==> src/rtl/sbus_pkg.sv <==
package sbus_pkg;
    typedef enum logic [2:0] {
        ALU_ADD   = 3'd0,
        ALU_SUB   = 3'd1,
        ALU_AND   = 3'd2,
        ALU_OR    = 3'd3,
        ALU_XOR   = 3'd4,
        ALU_PASSB = 3'd5,
        ALU_PASSA = 3'd6,
        ALU_RSUB  = 3'd7
    } alu_op_e;

    localparam int unsigned EXTRA_SRC = 5;   // pc, ir, z, tmp, mdr
endpackage

==> src/rtl/sbus_reg.sv <==
module sbus_reg #(
    parameter int unsigned W   = 32,
    parameter logic [W-1:0] RST = '0
) (
    input  logic         clk,
    input  logic         rst_n,
    input  logic         ld,
    input  logic [W-1:0] d,
    output logic [W-1:0] q
);
    always_ff @(posedge clk) begin
        if (!rst_n) q <= RST;
        else if (ld) q <= d;
    end
endmodule

==> src/rtl/sbus_bus_mux.sv <==
module sbus_bus_mux #(
    parameter int unsigned W = 32,
    parameter int unsigned N = 4
) (
    input  logic [N-1:0]        oe,
    input  logic [N-1:0][W-1:0] din,
    output logic [W-1:0]        bus
);
    logic [N-1:0][W-1:0] gated;

    for (genvar i = 0; i < N; i++) begin : g_gate
        assign gated[i] = din[i] & {W{oe[i]}};
    end

    always_comb begin
        bus = '0;
        for (int i = 0; i < N; i++) bus = bus | gated[i];
    end
endmodule

==> src/rtl/sbus_alu.sv <==
module sbus_alu
    import sbus_pkg::*;
#(
    parameter int unsigned W = 32
) (
    input  logic [W-1:0] y_val,
    input  logic         sel_four,
    input  logic [W-1:0] b_val,
    input  logic [2:0]   op,
    output logic [W-1:0] res
);
    localparam logic [W-1:0] FOUR = W'(4);
    logic [W-1:0] a_val;
    alu_op_e      op_e;

    assign a_val = sel_four ? FOUR : y_val;
    assign op_e  = alu_op_e'(op);

    always_comb begin
        unique case (op_e)
            ALU_ADD:   res = a_val + b_val;
            ALU_SUB:   res = a_val - b_val;
            ALU_AND:   res = a_val & b_val;
            ALU_OR:    res = a_val | b_val;
            ALU_XOR:   res = a_val ^ b_val;
            ALU_PASSB: res = b_val;
            ALU_PASSA: res = a_val;
            ALU_RSUB:  res = b_val - a_val;
            default:   res = '0;
        endcase
    end
endmodule

==> src/rtl/sbus_mem_if.sv <==
module sbus_mem_if #(
    parameter int unsigned W = 32
) (
    input  logic         clk,
    input  logic         rst_n,
    input  logic [W-1:0] bus,
    input  logic         mar_in,
    input  logic         mdr_in,
    input  logic         mem_rd,
    input  logic         mem_wr,
    input  logic         mem_ready,
    input  logic [W-1:0] mem_rdata,
    output logic [W-1:0] mar_q,
    output logic [W-1:0] mdr_q,
    output logic         mem_wait
);
    logic         rd_done;
    logic         mdr_ld;
    logic [W-1:0] mdr_d;

    assign rd_done  = mem_rd & mem_ready;
    assign mdr_ld   = rd_done | mdr_in;
    assign mdr_d    = rd_done ? mem_rdata : bus;
    assign mem_wait = (mem_rd | mem_wr) & ~mem_ready;

    sbus_reg #(.W(W)) u_mar (.clk(clk), .rst_n(rst_n), .ld(mar_in), .d(bus),   .q(mar_q));
    sbus_reg #(.W(W)) u_mdr (.clk(clk), .rst_n(rst_n), .ld(mdr_ld), .d(mdr_d), .q(mdr_q));
endmodule

==> src/rtl/sbus_datapath.sv <==
module sbus_datapath
    import sbus_pkg::*;
#(
    parameter int unsigned NUM_GPR  = 4,
    parameter int unsigned DATA_W   = 32,
    parameter logic [DATA_W-1:0] RESET_PC = '0
) (
    input  logic               clk,
    input  logic               rst_n,
    input  logic [NUM_GPR-1:0] gpr_in,
    input  logic [NUM_GPR-1:0] gpr_out,
    input  logic               pc_in,
    input  logic               pc_out,
    input  logic               ir_in,
    input  logic               ir_out,
    input  logic               y_in,
    input  logic               z_in,
    input  logic               z_out,
    input  logic               tmp_in,
    input  logic               tmp_out,
    input  logic               mar_in,
    input  logic               mdr_in,
    input  logic               mdr_out,
    input  logic               alu_a_four,
    input  logic [2:0]         alu_op,
    input  logic               mem_rd,
    input  logic               mem_wr,
    input  logic               mem_ready,
    input  logic [DATA_W-1:0]  mem_rdata,
    output logic [DATA_W-1:0]  mem_addr,
    output logic [DATA_W-1:0]  mem_wdata,
    output logic [DATA_W-1:0]  bus_value,
    output logic [DATA_W-1:0]  ir_value,
    output logic               mem_wait
);
    localparam int unsigned NSRC    = NUM_GPR + EXTRA_SRC;
    localparam int unsigned IDX_PC  = NUM_GPR;
    localparam int unsigned IDX_IR  = NUM_GPR + 1;
    localparam int unsigned IDX_Z   = NUM_GPR + 2;
    localparam int unsigned IDX_TMP = NUM_GPR + 3;
    localparam int unsigned IDX_MDR = NUM_GPR + 4;

    logic [NSRC-1:0]             src_oe;
    logic [NSRC-1:0][DATA_W-1:0] src_data;
    logic [DATA_W-1:0]           bus;
    logic [DATA_W-1:0]           pc_q, ir_q, y_q, z_q, tmp_q, mar_q, mdr_q, alu_res;

    assign src_oe = {mdr_out, tmp_out, z_out, ir_out, pc_out, gpr_out};

    for (genvar i = 0; i < NUM_GPR; i++) begin : g_gpr
        logic [DATA_W-1:0] q;
        sbus_reg #(.W(DATA_W)) u_r (.clk(clk), .rst_n(rst_n), .ld(gpr_in[i]), .d(bus), .q(q));
        assign src_data[i] = q;
    end

    sbus_reg #(.W(DATA_W), .RST(RESET_PC)) u_pc (.clk(clk), .rst_n(rst_n), .ld(pc_in), .d(bus), .q(pc_q));
    sbus_reg #(.W(DATA_W)) u_ir  (.clk(clk), .rst_n(rst_n), .ld(ir_in),  .d(bus),     .q(ir_q));
    sbus_reg #(.W(DATA_W)) u_y   (.clk(clk), .rst_n(rst_n), .ld(y_in),   .d(bus),     .q(y_q));
    sbus_reg #(.W(DATA_W)) u_z   (.clk(clk), .rst_n(rst_n), .ld(z_in),   .d(alu_res), .q(z_q));
    sbus_reg #(.W(DATA_W)) u_tmp (.clk(clk), .rst_n(rst_n), .ld(tmp_in), .d(bus),     .q(tmp_q));

    assign src_data[IDX_PC]  = pc_q;
    assign src_data[IDX_IR]  = ir_q;
    assign src_data[IDX_Z]   = z_q;
    assign src_data[IDX_TMP] = tmp_q;
    assign src_data[IDX_MDR] = mdr_q;

    sbus_bus_mux #(.W(DATA_W), .N(NSRC)) u_bus (.oe(src_oe), .din(src_data), .bus(bus));

    sbus_alu #(.W(DATA_W)) u_alu (
        .y_val(y_q), .sel_four(alu_a_four), .b_val(bus), .op(alu_op), .res(alu_res)
    );

    sbus_mem_if #(.W(DATA_W)) u_mem (
        .clk(clk), .rst_n(rst_n), .bus(bus), .mar_in(mar_in), .mdr_in(mdr_in),
        .mem_rd(mem_rd), .mem_wr(mem_wr), .mem_ready(mem_ready), .mem_rdata(mem_rdata),
        .mar_q(mar_q), .mdr_q(mdr_q), .mem_wait(mem_wait)
    );

    assign mem_addr  = mar_q;
    assign mem_wdata = mdr_q;
    assign bus_value = bus;
    assign ir_value  = ir_q;
endmodule

==> config.mk <==
export PLATFORM = sky130hd
export DESIGN_NAME = sbus_datapath
export DESIGN_NICKNAME = d
export VERILOG_FILES = /design/src/rtl/sbus_pkg.sv /design/src/rtl/sbus_reg.sv /design/src/rtl/sbus_bus_mux.sv /design/src/rtl/sbus_alu.sv /design/src/rtl/sbus_mem_if.sv /design/src/rtl/sbus_datapath.sv
export SDC_FILE = /design/constraint.sdc
export NUM_CORES = 1
export LEC_CHECK = 0
export BUFFER_PORTS_ARGS = -buffer_cell sky130_fd_sc_hd__buf_4
export CORE_UTILIZATION = 45
export DETAILED_ROUTE_END_ITERATION = 10
export GPL_ROUTABILITY_DRIVEN = 0
export PLACE_DENSITY = 0.68
export SLEW_MARGIN = 20
export SYNTH_ARGS = -nofsm -noshare
export SYNTH_HDL_FRONTEND = slang
export SYNTH_SLANG_ARGS = --single-unit
==> constraint.sdc <==
create_clock -name clk -period 5.2 [get_ports clk]
set_clock_uncertainty 0.1 [all_clocks]
set_input_delay 0 -clock clk [delete_from_list [all_inputs] [get_ports clk]]
set_output_delay 0 -clock clk [all_outputs]
set_load 0.005 [all_outputs]
==> run_results.csv, run 1 <==
group,metric,value,unit
timing,period_share,97.9,%
setup_path,critPathCaptureType,"flip-flop",
grt,grt_pass1_vias,19332,
finish,multi_input_area,0.0126,sq mm
worst_hold_path,min_path_cells,4,
route,finalWirelength,75400,um
timing,drv_slew,0,
grt,overflow,0,
setup_path,critPathArrivalTime,5.50,ns
timing,period_minus_slack,5.09,ns
synthesis,synth_area_leader_cell,"dfxtp_1",
worst_hold_path,hold_path_startpoint,"gpr_out[2]",
clock_network,cts_sinks,352,
grt,grt_start_max_net_pins,138,
timing,max_freq,196,MHz
finish,design_area,0.0247,sq mm
floorplan,pin_count,190,
power,cellLeakagePower,11.9,nW
synthesis,synth_ff_type,"dfxtp_1",
finish,layout_common_cells,"nand2_1, dfxtp_1, o211a_1",
finish,areaGrowthSynthToFinish,16.0,%
run,drv_cap,0,
timing,hold_viol,0,
finish,antennaDiodeCount,0,
synthesis,async_flop_share,0,%
finish,drive_gt1_share,15.3,%
clock_network,clk_pin_slew,0.06,ns
placement,dp.final_hpwl,51200,um
setup_path,worstSetupStartpointType,"flip-flop",
timing,setup_violations,0,
synthesis,synth_cell_types,91,
timing,max_slew_margin,22.0,%
setup_path,crit_fanout,4,
grt,grt_first_pass_wirelength,114000,um
clock_network,clk_latency,0.57,ns
floorplan,coreArea,0.0466,sq mm
setup_path,r2r_cells,15,
route,dr.first_iter.drc_count,2175,
setup_path,critPathLaunch,"u_ir.q[6]",
synthesis,ys_ff_latch,352,
timing,whs,0.0492,ns
synthesis,syn_nets,2680,
setup_path,required,5.61,ns
grt,antenna_found_initial,0,
worst_hold_path,worstHoldPathType,"input pin to flip-flop",
clock_network,htreeDepth,2,
synthesis,syn_area_per_cell,8.47,sq um
synthesis,synth_seq_area_share,33.1,%
route,vias,20361,
route,drc,0,
setup_path,crit_type,"flip-flop to flip-flop",
worst_hold_path,hold_end,"u_ir.q[9]",
synthesis,synth-edff-count,0,
setup_path,reg2reg_from,"u_ir.q[6]",
timing,setup_tns,0,ns
timing,rsz0062_at_grt,"false",
finish,n_fill_cell,4257,
floorplan,initial_core_util,45.7,%
synthesis,synthTopCellsByArea,"dfxtp_1, o211a_1, ha_1, nand2_1, clkbuf_1",
placement,placed_area,0.0227,sq mm
floorplan,fp-row-count,79,
status,status,"complete, no violations",
route,vias_per_cell,6.35,
floorplan,die_h,219,um
finish,regArea,0.00705,sq mm
grt,gr-usage-all-layers,30.8,%
route,antenna_left,0,
power,power.density,377,mW/mm^2
clock_network,cts_tree,"built",
power,ir_worst_vdd,254,uV
setup_path,reg2reg_slack,0.11,ns
timing,worst_pin_slew,1.17,ns
clock_network,cts_root_buf,"clkbuf_16",
floorplan,die_w,219,um
setup_path,r2r-end,"u_z.q[23]",
route,wl_per_cell,23.5,um
route,firstDrtPassIters,8,
clock_network,clockBufferDepth,3,
finish,final_nets,2738,
floorplan,dieArea,0.0481,sq mm
placement,io_buffers,189,
clock_network,cts_inserted_buffers,41,
synthesis,synth_warnings,0,
synthesis,netlist_area,0.0213,sq mm
synthesis,synth_top_area_share,33.1,%
synthesis,synth_cells,2511,
## metal layers
layer / wire length, um / GRT usage, %
met2: 34400 / 49.9
met1: 29900 / 38.6
met5: 0 / 0
met3: 6460 / 4.49
met4: 4630 / 18.3
## registers in the layout, indices dropped and copies added, names as in the netlist
name           count
g_gpr.u_r.q      128
u_ir.q            32
u_mem.u_mar.q     32
u_mem.u_mdr.q     32
u_pc.q            32
u_tmp.q           32
u_y.q             32
u_z.q             32
## cells by family after synthesis
group | Yosys count | share of synthesized area (%)
AOI/OAI and AO/OA | 878 | 33.5
and+or+nand+nor | 690 | 14.7
buffers and inverters | 384 | 8.07
DFF | 352 | 33.1
adders and majority gates | 115 | 6.71
xor gates and xnor gates | 84 | 3.50
muxes | 8 | 0.435
## cell usage after synthesis, drive strengths merged, types with 5 or more instances
cell	instances
o211a	291
a31oi	22
nand2b	41
nand4	6
nand3	33
mux2i	8
o211ai	8
a22o	7
nor2b	49
and2	8
maj3	7
and3	10
o21ai	94
nor2	134
o21bai	14
nor3	24
a21o	19
o221ai	18
a221oi	50
o22ai	9
xor2	17
a22oi	74
o2111ai	8
o21a	8
a21boi	7
a211oi	46
clkbuf	175
dfxtp	352
ha	108
a222oi	32
inv	94
or3	8
a21oi	127
nand2	355
buf	113
o31ai	10
a211o	5
nor4	10
xnor2	67
## critical path, cell delays in order (launching register included)
cell and delay [ns]:
dfxtp_1 0.35, a222oi_1 0.36, nand3_1 0.15, a221oi_2 0.46, inv_1 0.24, ha_1 0.40
a21o_1 0.23, maj3_2 0.33, a211oi_1 0.58, a221oi_2 0.19, nor3_2 0.32, nor2_1 0.10
a211oi_1 0.30, xor2_1 0.11, a311oi_1 0.26, dlygate4sd3_1 0.58
## through the flow
step                      utilization [%]  power (W)  setup slack, ns  instances
after floorplan                         -    0.00522            0.669       2511
after global placement               48.7    0.00610            0.562       3080
after detailed placement             48.7    0.00617            0.430       3080
after CTS                            52.9    0.00927            0.185       3206
after global routing                 53.0    0.00972           0.0132       3207
final                                53.0    0.00931            0.108       3207
## what timing repair did
action / in CTS / in global routing
buffers inserted: 0 / 1
hold endpoints to repair: 330 / 0
endpoints found under the setup margin: 0 / 1
hold buffers: 52 / 0
resized for setup: 0 / 6
## power breakdown
part	total, W	switching, W	internal [W]
combinational	0.00302	0.00179	0.00123
sequential	0.00322	0.000236	0.00299
clock	0.00306	0.00120	0.00186
total	0.00931	0.00323	0.00608
## layout make-up
class	instances	area share, %
Clock buffer	57	4.82
Clock inverter	17	1.01
Inverter	96	1.46
Multi-Input combinational cell	1775	51.3
Sequential cell	352	28.6
Tap cell	607	3.08
Timing Repair Buffer	303	9.78
## worst max-delay path by stage
stage | endpoint | slack (ns)
floorplan | u_z.q[12] | 0.67
global placement | u_z.q[31] | 0.56
finish | u_z.q[23] | 0.11
CTS | u_z.q[23] | 0.19
detailed placement | u_z.q[31] | 0.43
global route | u_z.q[23] | 0.01
Power figures use the tool's default switching activity.
==> run 2: changes to the inputs <==
CORE_ASPECT_RATIO = 0.7   (was not set)
clock period = 5.05 ns   (was 5.2 ns; I/O delays follow)
==> run_results.csv, run 2 (synthesis results as in run 1) <==
group,metric,value,unit
timing,worst_pin_slew,1.15,ns
timing,max_slew_margin,22.9,%
placement,dp.final_hpwl,51300,um
finish,areaGrowthSynthToFinish,15.8,%
grt,antenna_found_initial,0,
finish,design_area,0.0246,sq mm
floorplan,initial_core_util,45.7,%
route,vias_per_cell,6.40,
setup_path,critPathArrivalTime,5.24,ns
clock_network,cts_root_buf,"clkbuf_16",
power,switchingPower,0.00339,W
run,drv_cap,0,
floorplan,dieArea,0.0481,sq mm
power,power.density,381,mW/mm^2
route,drc,0,
clock_network,cts_inserted_buffers,37,
setup_path,required,5.40,ns
route,finalWirelength,76500,um
floorplan,die_h,184,um
clock_network,clk_latency,0.56,ns
clock_network,clockBufferDepth,3,
setup_path,crit_type,"flip-flop to flip-flop",
route,dr.first_iter.drc_count,2805,
floorplan,fp-row-count,66,
power,power.share.clock,30.3,%
floorplan,die_w,262,um
placement,io_buffers,189,
grt,grt_first_pass_wirelength,115000,um
placement,placed_area,0.0226,sq mm
timing,max_freq,204,MHz
power,p_int,0.00599,W
clock_network,clk_pin_slew,0.08,ns
finish,largest_reg_flops,128,
grt,grt_start_max_net_pins,156,
finish,drive_gt1_share,15.3,%
floorplan,coreArea,0.0465,sq mm
worst_hold_path,worstHoldPathType,"input pin to flip-flop",
power,power,0.00938,W
status,status,"complete, no violations",
finish,n_fill_cell,4212,
finish,regMostFlops,"g_gpr.u_r.q",
finish,layout_common_cells,"nand2_1, dfxtp_1, o211a_1",
route,wl_per_cell,23.8,um
power,ir_worst_vdd,205,uV
clock_network,cts_sinks,352,
clock_network,htreeDepth,2,
route,met1_length,32300,um
timing,period_minus_slack,4.89,ns
power,combPwrFrac,34.3,%
finish,final_common_cell,"nand2_1",
timing,setup_tns,0,ns
timing,hold_viol,0,
clock_network,cts_tree,"built",
timing,period_share,96.9,%
route,dr_wl_met2,33200,um
finish,final_nets,2742,
grt,grt_pass1_vias,18876,
timing,setup_violations,0,
floorplan,pin_count,190,
route,wl_met3,8110,um
route,antenna_left,0,
power,p_sw_share,36.2,%
timing,drv_slew,0,
route,dr.max_layer_used,"met4",
grt,overflow,0,
route,firstDrtPassIters,7,
setup_path,crit_fanout,6,
setup_path,worstSetupStartpointType,"flip-flop",
setup_path,critPathCaptureType,"flip-flop",
power,cellLeakagePower,11.8,nW
power,seq_power_share,35.4,%
route,vias,20555,
grt,gr-usage-all-layers,30.8,%
[run 2: cell types whose count changed in the layout (fill, tap and decap cells not counted), moves of 3 or more]
cell	change
a221oi_2	-6
a221oi_1	+4
bufinv_16	-3
dlygate4sd3_1	+3
clkbuf_16	-4
[run 2: final timing paths]
check              start                end  slack [ns]  cells past startpoint
max            u_y.q[11]          u_z.q[23]        0.16                     16
min              mdr_out  g_gpr[3].u_r.q[9]        0.07                      4
max reg2reg    u_y.q[11]          u_z.q[23]        0.16                     16
min reg2reg  u_tmp.q[15]        u_tmp.q[15]        0.38                      1
[run 2: power groups by stage]
stage                     Sequential, W  Combinational [W]  Clock (W)
after floorplan                 0.00328            0.00209          0
after global placement          0.00335            0.00295          0
after detailed placement        0.00337            0.00301          0
after CTS                       0.00331            0.00307    0.00289
after global routing            0.00335            0.00344    0.00300
final                           0.00332            0.00321    0.00284
[run 2: per-stage QoR]
step | cells | hold slack [ns] | setup slack (ns) | utilization (%)
4_1_cts | 3204 | 0.00627 | 0.0234 | 52.6
3_5_place_dp | 3083 | 0.141 | 0.363 | 48.7
2_1_floorplan | 2511 | -0.0689 | 0.519 | -
5_1_grt | 3212 | 0.0774 | -0.0213 | 53.0
6_report | 3213 | 0.0738 | 0.157 | 53.0
3_3_place_gp | 3083 | 0.136 | 0.527 | 48.7
[run 2: cell type report]
type,count,area (sq um),area share (%)
Multi-Input combinational cell,1775,12700,51.6
Sequential cell,352,7050,28.6
Timing Repair Buffer,311,2510,10.2
Clock buffer,50,1070,4.33
Tap cell,612,766,3.11
Inverter,96,360,1.46
Clock inverter,16,179,0.727
Antenna cell,1,2.50,0.0102
[run 2: layer usage]
| metal | vias up | GRT usage [%] |
|---|---|---|
| met5 | - | 0 |
| met4 | 0 | 12.4 |
| met3 | 180 | 5.56 |
| met2 | 1206 | 47.3 |
| met1 | 9917 | 42.5 |
| li1 | 9252 | - |
[run 2: critical path, cell delays in order (launching register included)]
cell           delay (ns)
dfxtp_1              0.36
nor4_4               0.50
nand4_1              0.40
nand2_1              0.32
xnor2_1              0.10
ha_1                 0.38
nand4_1              0.11
nand4b_1             0.22
o31ai_2              0.34
a221o_1              0.18
o21ai_0              0.16
nor3_2               0.24
nor2_1               0.09
a211oi_2             0.26
xor2_1               0.28
a311oi_2             0.13
dlygate4sd3_1        0.61
[run 2: repair_timing]
item,in CTS,in global routing
gates resized for setup,0,20
hold buffers,55,0
endpoints found under the setup margin,0,4
buffers inserted,0,8
hold endpoints to repair,305,0
